**config.mk**
```make
export PLATFORM = sky130hd
export DESIGN_NAME = target_match_timer
export DESIGN_NICKNAME = d
export VERILOG_FILES = /design/src/rtl/tmt_pkg.sv /design/src/rtl/tmt_ctrl.sv /design/src/rtl/tmt_datapath.sv /design/src/rtl/target_match_timer.sv
export SDC_FILE = /design/constraint.sdc
export NUM_CORES = 1
export LEC_CHECK = 0
export ABC_AREA = 1
export BUFFER_PORTS_ARGS = -buffer_cell sky130_fd_sc_hd__buf_2
export CAP_MARGIN = 0
export CORE_UTILIZATION = 35
export DETAILED_ROUTE_END_ITERATION = 10
export SLEW_MARGIN = 15
export SYNTH_ARGS = -nofsm -noshare
export SYNTH_HDL_FRONTEND = slang
export SYNTH_HIERARCHICAL = 1
export SYNTH_SLANG_ARGS = --single-unit
```
**constraint.sdc**
```tcl
create_clock -name clk -period 4.44 [get_ports clk]
set_input_delay 0.222 -clock clk [delete_from_list [all_inputs] [get_ports clk]]
set_output_delay 0.222 -clock clk [all_outputs]
set_load 0.01 [all_outputs]
```
**src/rtl/tmt_pkg.sv**
```systemverilog
package tmt_pkg;
  localparam int NUM_WIDE = 3;   // counter, target, reload
  localparam int IDX_CLOCK = 0;
  localparam int IDX_TARGET = 1;
  localparam int IDX_RELOAD = 2;

  typedef struct packed {
    logic [NUM_WIDE-1:0] grabLo;
    logic [NUM_WIDE-1:0] grabHi;
    logic [NUM_WIDE-1:0] commit;
  } strobe_t;
endpackage

```
**src/rtl/tmt_ctrl.sv**
```systemverilog
module tmt_ctrl
  import tmt_pkg::*;
#(
  parameter int STEP_W   = 8,
  parameter int MIN_HIGH = 9
) (
  input  logic              clk,
  input  logic              rstN,
  input  logic              wrEn,
  input  logic [2:0]        wrAddr,
  input  logic [31:0]       wrData,
  input  logic              hit,
  input  logic              clearPin,
  output strobe_t           stb,
  output logic              modeReload,
  output logic [STEP_W-1:0] stepVal,
  output logic              statusBit,
  output logic              irqOut
);
  localparam int CNT_W = $clog2(MIN_HIGH + 1);
  localparam logic [2:0] ADDR_CTRL = 3'd6;
  localparam logic [2:0] ADDR_STAT = 3'd7;

  logic irqEn;
  logic [NUM_WIDE-1:0] flagLo, flagHi;

  // per-half written flags for each wide register
  for (genvar i = 0; i < NUM_WIDE; i++) begin : gHalf
    logic wLo, wHi;
    assign wLo = wrEn && (wrAddr == 3'(2 * i));
    assign wHi = wrEn && (wrAddr == 3'(2 * i + 1));
    assign stb.grabLo[i] = wLo;
    assign stb.grabHi[i] = wHi;
    assign stb.commit[i] = flagLo[i] && flagHi[i];

    always_ff @(posedge clk) begin
      if (!rstN) begin
        flagLo[i] <= 1'b0;
        flagHi[i] <= 1'b0;
      end else begin
        flagLo[i] <= (flagLo[i] && !stb.commit[i]) || wLo;
        flagHi[i] <= (flagHi[i] && !stb.commit[i]) || wHi;
      end
    end

    // a commit without a fresh half write leaves no pending commit
    assert_commit_once_R3: assert property (@(posedge clk) disable iff (!rstN)
      (stb.commit[i] && !wLo && !wHi) |=> !stb.commit[i]);
  end

  // control register
  always_ff @(posedge clk) begin
    if (!rstN) begin
      modeReload <= 1'b0;
      irqEn      <= 1'b0;
      stepVal    <= STEP_W'(1);
    end else if (wrEn && wrAddr == ADDR_CTRL) begin
      modeReload <= wrData[0];
      irqEn      <= wrData[1];
      stepVal    <= wrData[8 +: STEP_W];
    end
  end

  // clear-pin filter: two-flop synchronizer then a run-length counter
  logic syncA, syncB;
  logic [CNT_W-1:0] runCnt;
  logic pinClear;
  assign pinClear = syncB && (runCnt == CNT_W'(MIN_HIGH - 1));

  always_ff @(posedge clk) begin
    if (!rstN) begin
      syncA  <= 1'b0;
      syncB  <= 1'b0;
      runCnt <= '0;
    end else begin
      syncA <= clearPin;
      syncB <= syncA;
      if (!syncB)
        runCnt <= '0;
      else if (runCnt < CNT_W'(MIN_HIGH))
        runCnt <= runCnt + 1'b1;
    end
  end

  // status bit: a compare event wins over any clear
  logic hostClear;
  assign hostClear = wrEn && (wrAddr == ADDR_STAT) && wrData[0];

  always_ff @(posedge clk) begin
    if (!rstN)
      statusBit <= 1'b0;
    else if (hit)
      statusBit <= 1'b1;
    else if (hostClear || pinClear)
      statusBit <= 1'b0;
  end

  assign irqOut = statusBit && irqEn;

  assert_hit_sets_status_R4: assert property (@(posedge clk) disable iff (!rstN)
    hit |=> statusBit);
  assert_host_clear_R9: assert property (@(posedge clk) disable iff (!rstN)
    (hostClear && !hit) |=> !statusBit);
  assert_fall_has_cause_R10: assert property (@(posedge clk) disable iff (!rstN)
    $fell(statusBit) |-> $past(hostClear || (syncB && runCnt != '0)));
endmodule

```
**src/rtl/tmt_datapath.sv**
```systemverilog
module tmt_datapath
  import tmt_pkg::*;
#(
  parameter int STEP_W = 8
) (
  input  logic              clk,
  input  logic              rstN,
  input  strobe_t           stb,
  input  logic [31:0]       wrData,
  input  logic              modeReload,
  input  logic [STEP_W-1:0] stepVal,
  output logic [63:0]       clockNow,
  output logic              hit,
  output logic              evtPulse
);
  logic [NUM_WIDE-1:0][63:0] holdReg;
  logic [63:0] clockQ, targetQ, reloadQ, nextTarget;

  always_ff @(posedge clk) begin
    if (!rstN) begin
      holdReg <= '0;
    end else begin
      for (int i = 0; i < NUM_WIDE; i++) begin
        if (stb.grabLo[i]) holdReg[i][31:0]  <= wrData;
        if (stb.grabHi[i]) holdReg[i][63:32] <= wrData;
      end
    end
  end

  assign hit = (clockQ == targetQ);
  assign nextTarget = modeReload ? reloadQ : targetQ + {32'b0, reloadQ[31:0]};

  always_ff @(posedge clk) begin
    if (!rstN) begin
      clockQ   <= '0;
      targetQ  <= '1;
      reloadQ  <= '0;
      evtPulse <= 1'b0;
    end else begin
      clockQ   <= stb.commit[IDX_CLOCK] ? holdReg[IDX_CLOCK]
                                        : clockQ + 64'(stepVal);
      if (stb.commit[IDX_TARGET])
        targetQ <= holdReg[IDX_TARGET];
      else if (hit)
        targetQ <= nextTarget;
      if (stb.commit[IDX_RELOAD])
        reloadQ <= holdReg[IDX_RELOAD];
      evtPulse <= hit;
    end
  end

  assign clockNow = clockQ;

  assert_target_stable_R3: assert property (@(posedge clk) disable iff (!rstN)
    (!stb.commit[IDX_TARGET] && !hit) |=> $stable(targetQ));
  assert_reload_mode_R5: assert property (@(posedge clk) disable iff (!rstN)
    (hit && modeReload && !stb.commit[IDX_TARGET]) |=> targetQ == $past(reloadQ));
  assert_add_mode_R6: assert property (@(posedge clk) disable iff (!rstN)
    (hit && !modeReload && !stb.commit[IDX_TARGET])
      |=> targetQ == $past(targetQ) + {32'b0, $past(reloadQ[31:0])});
  assert_step_R2: assert property (@(posedge clk) disable iff (!rstN)
    !stb.commit[IDX_CLOCK] |=> clockQ == $past(clockQ) + 64'($past(stepVal)));
endmodule

```
**src/rtl/target_match_timer.sv**
```systemverilog
module target_match_timer
  import tmt_pkg::*;
#(
  parameter int STEP_W   = 8,
  parameter int MIN_HIGH = 9
) (
  input  logic        clk,
  input  logic        rstN,
  input  logic        wrEn,
  input  logic [2:0]  wrAddr,
  input  logic [31:0] wrData,
  input  logic        clearPin,
  output logic [63:0] clockNow,
  output logic        matchPulse,
  output logic        timerStatus,
  output logic        timerIrq
);
  strobe_t stb;
  logic hit, modeReload;
  logic [STEP_W-1:0] stepVal;

  tmt_ctrl #(.STEP_W(STEP_W), .MIN_HIGH(MIN_HIGH)) uCtrl (
    .clk(clk), .rstN(rstN), .wrEn(wrEn), .wrAddr(wrAddr), .wrData(wrData),
    .hit(hit), .clearPin(clearPin), .stb(stb), .modeReload(modeReload),
    .stepVal(stepVal), .statusBit(timerStatus), .irqOut(timerIrq)
  );

  tmt_datapath #(.STEP_W(STEP_W)) uPath (
    .clk(clk), .rstN(rstN), .stb(stb), .wrData(wrData),
    .modeReload(modeReload), .stepVal(stepVal), .clockNow(clockNow),
    .hit(hit), .evtPulse(matchPulse)
  );
endmodule

```
======== Word-level counts from Yosys, hierarchy flattened ========
Cells that the tools add are included.
word-level totals
  register bits after elaboration ......... 408
  word-level logic and storage cells ...... 76
operators by class
  add/sub/neg operators ................... 3
  $lt $le $gt $ge ......................... 1
  equal/unequal tests ..................... 9
  multiplexer cells ....................... 6
  reduce and logical (&&, ||, !) cells .... 34
operators with widths
  cell                                                  count
  two-way mux 64 bit                                    4
  adder 64 x 32 -> 64 bit                               1
  adder 64 x 8 -> 64 bit                                1
  equality test 64 bit                                  1
  logical AND 1 bit                                     20
  equality test 3 bit (second input constant)           4
  logical OR 1 bit                                      7
  equality test 3 x 2 -> 1 bit (second input constant)  2
  adder 4 x 1 -> 4 bit (second input constant)          1
  equality test 4 bit (second input constant)           1
  less-than comparator 4 bit (second input constant)    1
  nonzero test 2 bit                                    2
  equality test 3 x 1 -> 1 bit (second input constant)  1
  logical NOT 1 bit                                     3
  logical NOT 3 bit                                     1
  two-way mux 1 bit                                     2
  AND reduction 2 bit                                   1

======== Logic depth before layout (Yosys ltp) ========
  depth after elaboration ................. 6
  depth in mapped cells ................... 16
  gate-level depth less buffers ........... 16

======== Modules after synthesis ========
Netlist, hierarchy kept.
by module, submodules not included
  module        times used  cells an instance  area each (µm²)  seq. area each (µm²)
  tmt_datapath  1           3568               21894.7          7707.4
  tmt_ctrl      1           147                1046.0           460.4

======== Worst setup path before layout ========
No wires, ideal clock.
  path type ............................... register to register
  from .................................... register uPath.clockQ[0], in the netlist uPath/clockNow[0]
  to ...................................... register uPath.clockQ[48], in the netlist uPath/clockNow[48]
  arrival time ............................ 2.193 ns
  data required time ...................... 4.331 ns
  path slack .............................. 2.138 ns
  stages on the path, launching flop included .. 16
  buffers on the path ..................... 0
  clock period less this slack ............ 2.302 ns
  cells stage by stage .................... dfxtp_1 -> ha_1 -> inv_1 -> fa_1 -> o21ai_2 -> nand2_1 -> nand2_2 -> nand2_2 -> nor2_4 -> nand2_1 -> inv_1 -> nand2_1 -> nand2_1 -> nand3_1 -> nand2_1 -> inv_1
on the way
  word-level cells in the longest chain between the ends .. 2
ends and longest elaborated chain
  what                    RTL line            source
  start, declared         tmt_datapath.sv:17  logic [63:0] clockQ, targetQ, reloadQ, nextTarget;
  start signal, assigned  tmt_datapath.sv:40  clockQ <= stb.commit[IDX_CLOCK] ? holdReg[IDX_CLOCK]
  adder 64 x 8 -> 64 bit  tmt_datapath.sv:41  : clockQ + 64'(stepVal);
  two-way mux 64 bit      tmt_datapath.sv:40
Every way passes these cells.
A chain may end at the register's enable or synchronous reset.

======== Worst setup path in the final report ========
  from .................................... register uPath.clockQ[49], in the netlist uPath/clockNow[49]
  to ...................................... register uPath.targetQ[23]
on the way
  word-level cells in the longest chain between the ends .. 2
ends and longest elaborated chain
  what                                 RTL line            source
  equality test 64 bit                 tmt_datapath.sv:30  assign hit = (clockQ == targetQ);
  nonzero test 2 bit (no source line)  n/a
  end signal, assigned                 tmt_datapath.sv:43  targetQ <= holdReg[IDX_TARGET];
  end signal, assigned                 tmt_datapath.sv:45  targetQ <= nextTarget;
  end, declared                        tmt_datapath.sv:17
Every way passes these cells.

==> flow_metrics.tcl <==
set metrics [dict create \
    track_usage 0.276 \
    die_x_um 258 \
    drt_iter0_drc 2651 \
    status "completed" \
    setup_viol 0 \
    cts.sink_count 408 \
    slew_viol_final 0 \
    num_rows 93 \
    cts-htree-levels 2 \
    fin_crit_sh 0.705 \
    drive_gt1_frac 0.0650 \
    synth_most_common_cell "nand2_1" \
    yosysUniqueCellTypes 42 \
    grt_max_degree 92 \
    ff_latch_area_um2 8170 \
    synth_top_area_frac 0.356 \
    place.gp.congestion 1.09 \
    min_delay_path_depth 3 \
    p_comb_frac 0.088 \
    clk_latency_ns 0.61 \
    area_delta_synth_final_pct 12.1 \
    switching_share 0.263 \
    netlist_instances 3715 \
    synth-edff-count 0 \
    hold_viol 0 \
    core-area_um2 64600 \
    synth_area_leaders "dfxtp_1 (36%), nand2_1 (13%), nor2_1 (13%)" \
    dp.cells 4534 \
    start_kind "flop" \
    p_seq_frac 0.450 \
    reg2reg_depth 12 \
    power.internal_mw 6.22 \
    p_sw_mw 2.22 \
    clockBufferDepth 3 \
    yosysWarnings 6 \
    async_flop_share 0 \
    drc 0 \
    ir_drop_mv 0.251 \
    die_h_um 258 \
    drt_wl_total_um 93300 \
    synth_area_um2 22900 \
    syn-mean-instance-area_um2 6.18 \
    wire_per_inst_um 20.2 \
    rsz0062_at_grt "no" \
    layout.nets 3823 \
    ant_nets 0 \
    cts_tree "done" \
    path_max_fanout 27 \
    dieArea_um2 66600 \
    cap_violations 0 \
    grt_pass1_vias 22100 \
    grt_pass1_wl_um 139000 \
    path_clk_slew_ns 0.06 \
    worstSetupPathType "reg2reg" \
    fill_cells 7068 \
    initial_utilization 0.355 \
    worstMarginPinSlew_ns 1.10 \
    pwr-share-clk 0.462 \
    syn-num-nets 3798 \
    grt_antenna_before_repair 7 \
    synthFlopType "dfxtp_1" \
    p_leak_nw 13.4 \
    multi_input_area_um2 12400 \
    cp_data_required_time_ns 4.96 \
    clock-root-buffer "clkbuf_16" \
    fin_crit_ns 3.13 \
    yosysSeqAreaShare 0.356 \
    yosysTopAreaCell "dfxtp_1" \
    fin_setup_tns_ns 0 \
    power.density_nw_per_um2 328 \
    fmax_ghz 0.319 \
    slew_headroom 0.258 \
    vias 24200 \
    cts_buffers 46 \
    synth_common_cells "nand2_1 (797), nor2_1 (794), inv_1 (425), dfxtp_1 (408), nand3_1 (313)" \
    finClkSkew_ns 0.0335 \
    instances_no_fill 4626 \
    dr.pass1.iters 5 \
    grt_overflow 0 \
    io_pins 106 \
    end_kind "flop" \
    cp.arrival_ns 3.65 \
    diodes 0 \
    io_buffers 105 \
    hold_path.class "in2reg" \
    ys_ff_latch 408 \
    viasPerCell 5.23 \
    hpwl_um 67900 \
    ctsResizeCount 0 \
]
## flip-flops by register name, indices dropped and copies added, names as in the netlist, 3 cells and up
| signal | cells |
|---|---|
| uPath/holdReg | 192 |
| uPath/clockNow | 64 |
| uPath/reloadQ | 64 |
| uPath/targetQ | 64 |
| uCtrl/stepVal | 8 |
| uCtrl/runCnt | 4 |
| uCtrl/flagHi | 3 |
| uCtrl/flagLo | 3 |
## worst max-delay path: stages (launching register included)
cell	delay, ns
dfxtp_1	0.57
inv_1	0.18
nand2_1	0.10
nand2_1	0.05
a21oi_1	0.15
nand2_1	0.09
nor3_1	0.29
nand2_1	0.09
nor2_1	0.20
nand2_2	0.42
nand2_1	0.63
nand3_1	0.15
nand3_1	0.10
## cell type report
| class | count | share of cell area |
|---|---|---|
| Clock buffer | 66 | 0.0520 |
| Clock inverter | 13 | 0.00681 |
| Inverter | 451 | 0.0659 |
| Multi-Input combinational cell | 2684 | 0.481 |
| Sequential cell | 408 | 0.318 |
| Tap cell | 855 | 0.0416 |
| Timing Repair Buffer | 149 | 0.0353 |
## layer usage
metal	share of wire	track usage	vias up
li1	-	-	11700
met1	0.44	0.375	11200
met2	0.43	0.423	1043
met3	0.078	0.0378	220
met4	0.053	0.146	4
met5	0.00027	0	-
## layout by cell type, fill, tap and decap left out, drive strengths merged
cell	Yosys	layout
fa	2	2
dfxtp	408	408
nor4	5	5
and2	3	3
o21ai	317	317
inv	434	433
clkinv	17	26
a31oi	1	1
and3	3	3
nor3	40	40
nor3b	1	1
nor2	797	797
nand3b	13	13
clkbuf	129	66
o22ai	1	1
or2	13	13
xor2	27	27
dlygate4sd3	0	13
a21o	3	3
xnor2	59	59
o221ai	1	1
buf	43	136
nand3	313	313
nand2	800	800
o211ai	11	11
bufinv	0	3
a21oi	175	175
a21boi	2	2
o21bai	6	6
ha	42	42
a31o	1	1
clkinvlp	0	2
nand4	48	48
## through the flow
stage / utilization / hold WS [ns] / setup slack [ns] / cell area, um2 / power [mW]
6_report: 0.398 / 0.0268 / 1.31 / 25700 / 8.44
2_1_floorplan: - / 0.320 / 2.14 / 22900 / 4.30
3_3_place_gp: 0.373 / 0.392 / 1.43 / 24100 / 4.60
4_1_cts: 0.398 / 0.00283 / 1.40 / 25700 / 8.49
3_5_place_dp: 0.373 / 0.396 / 1.42 / 24100 / 4.60
5_1_grt: 0.398 / 0.0228 / 1.17 / 25700 / 8.71
## final timing paths
check        slack (ns)                           from                              to
min                0.03                     wrData[23]  uPath/holdReg[55]$_SDFFE_PN0P_
min reg2reg        0.41         uCtrl/syncA$_SDFF_PN0_          uCtrl/syncB$_SDFF_PN0_
max                1.31  uPath/clockNow[49]$_SDFF_PN0_  uPath/targetQ[23]$_SDFFE_PN1P_
max reg2reg        1.31  uPath/clockNow[49]$_SDFF_PN0_  uPath/targetQ[23]$_SDFFE_PN1P_
## power groups by stage
stage          clock network [mW]  registers (mW)  logic (mW)
2_1_floorplan                   0            3.86       0.440
6_report                     3.90            3.80       0.744
4_1_cts                      3.96            3.80       0.731
3_3_place_gp                    0            3.88       0.720
5_1_grt                      4.09            3.81       0.815
3_5_place_dp                    0            3.88       0.718
## cells by family (layout without fill, tap and decap cells)
kind of cell / count (synthesis) / in the layout / synth area share
buffers and inverters: 623 / 679 / 0.106
XOR/XNOR: 86 / 86 / 0.0328
AND/OR/NAND/NOR: 2036 / 2036 / 0.364
AO/OA/AOI/OAI: 518 / 518 / 0.117
flip-flops: 408 / 408 / 0.356
adder cells (fa/ha/maj): 44 / 44 / 0.0247
## repair_timing
action	CTS	global route
setup buffers	0	0
hold buffers	13	0
endpoints found under the hold margin	33	0
(Power assumes the default switching activity.)
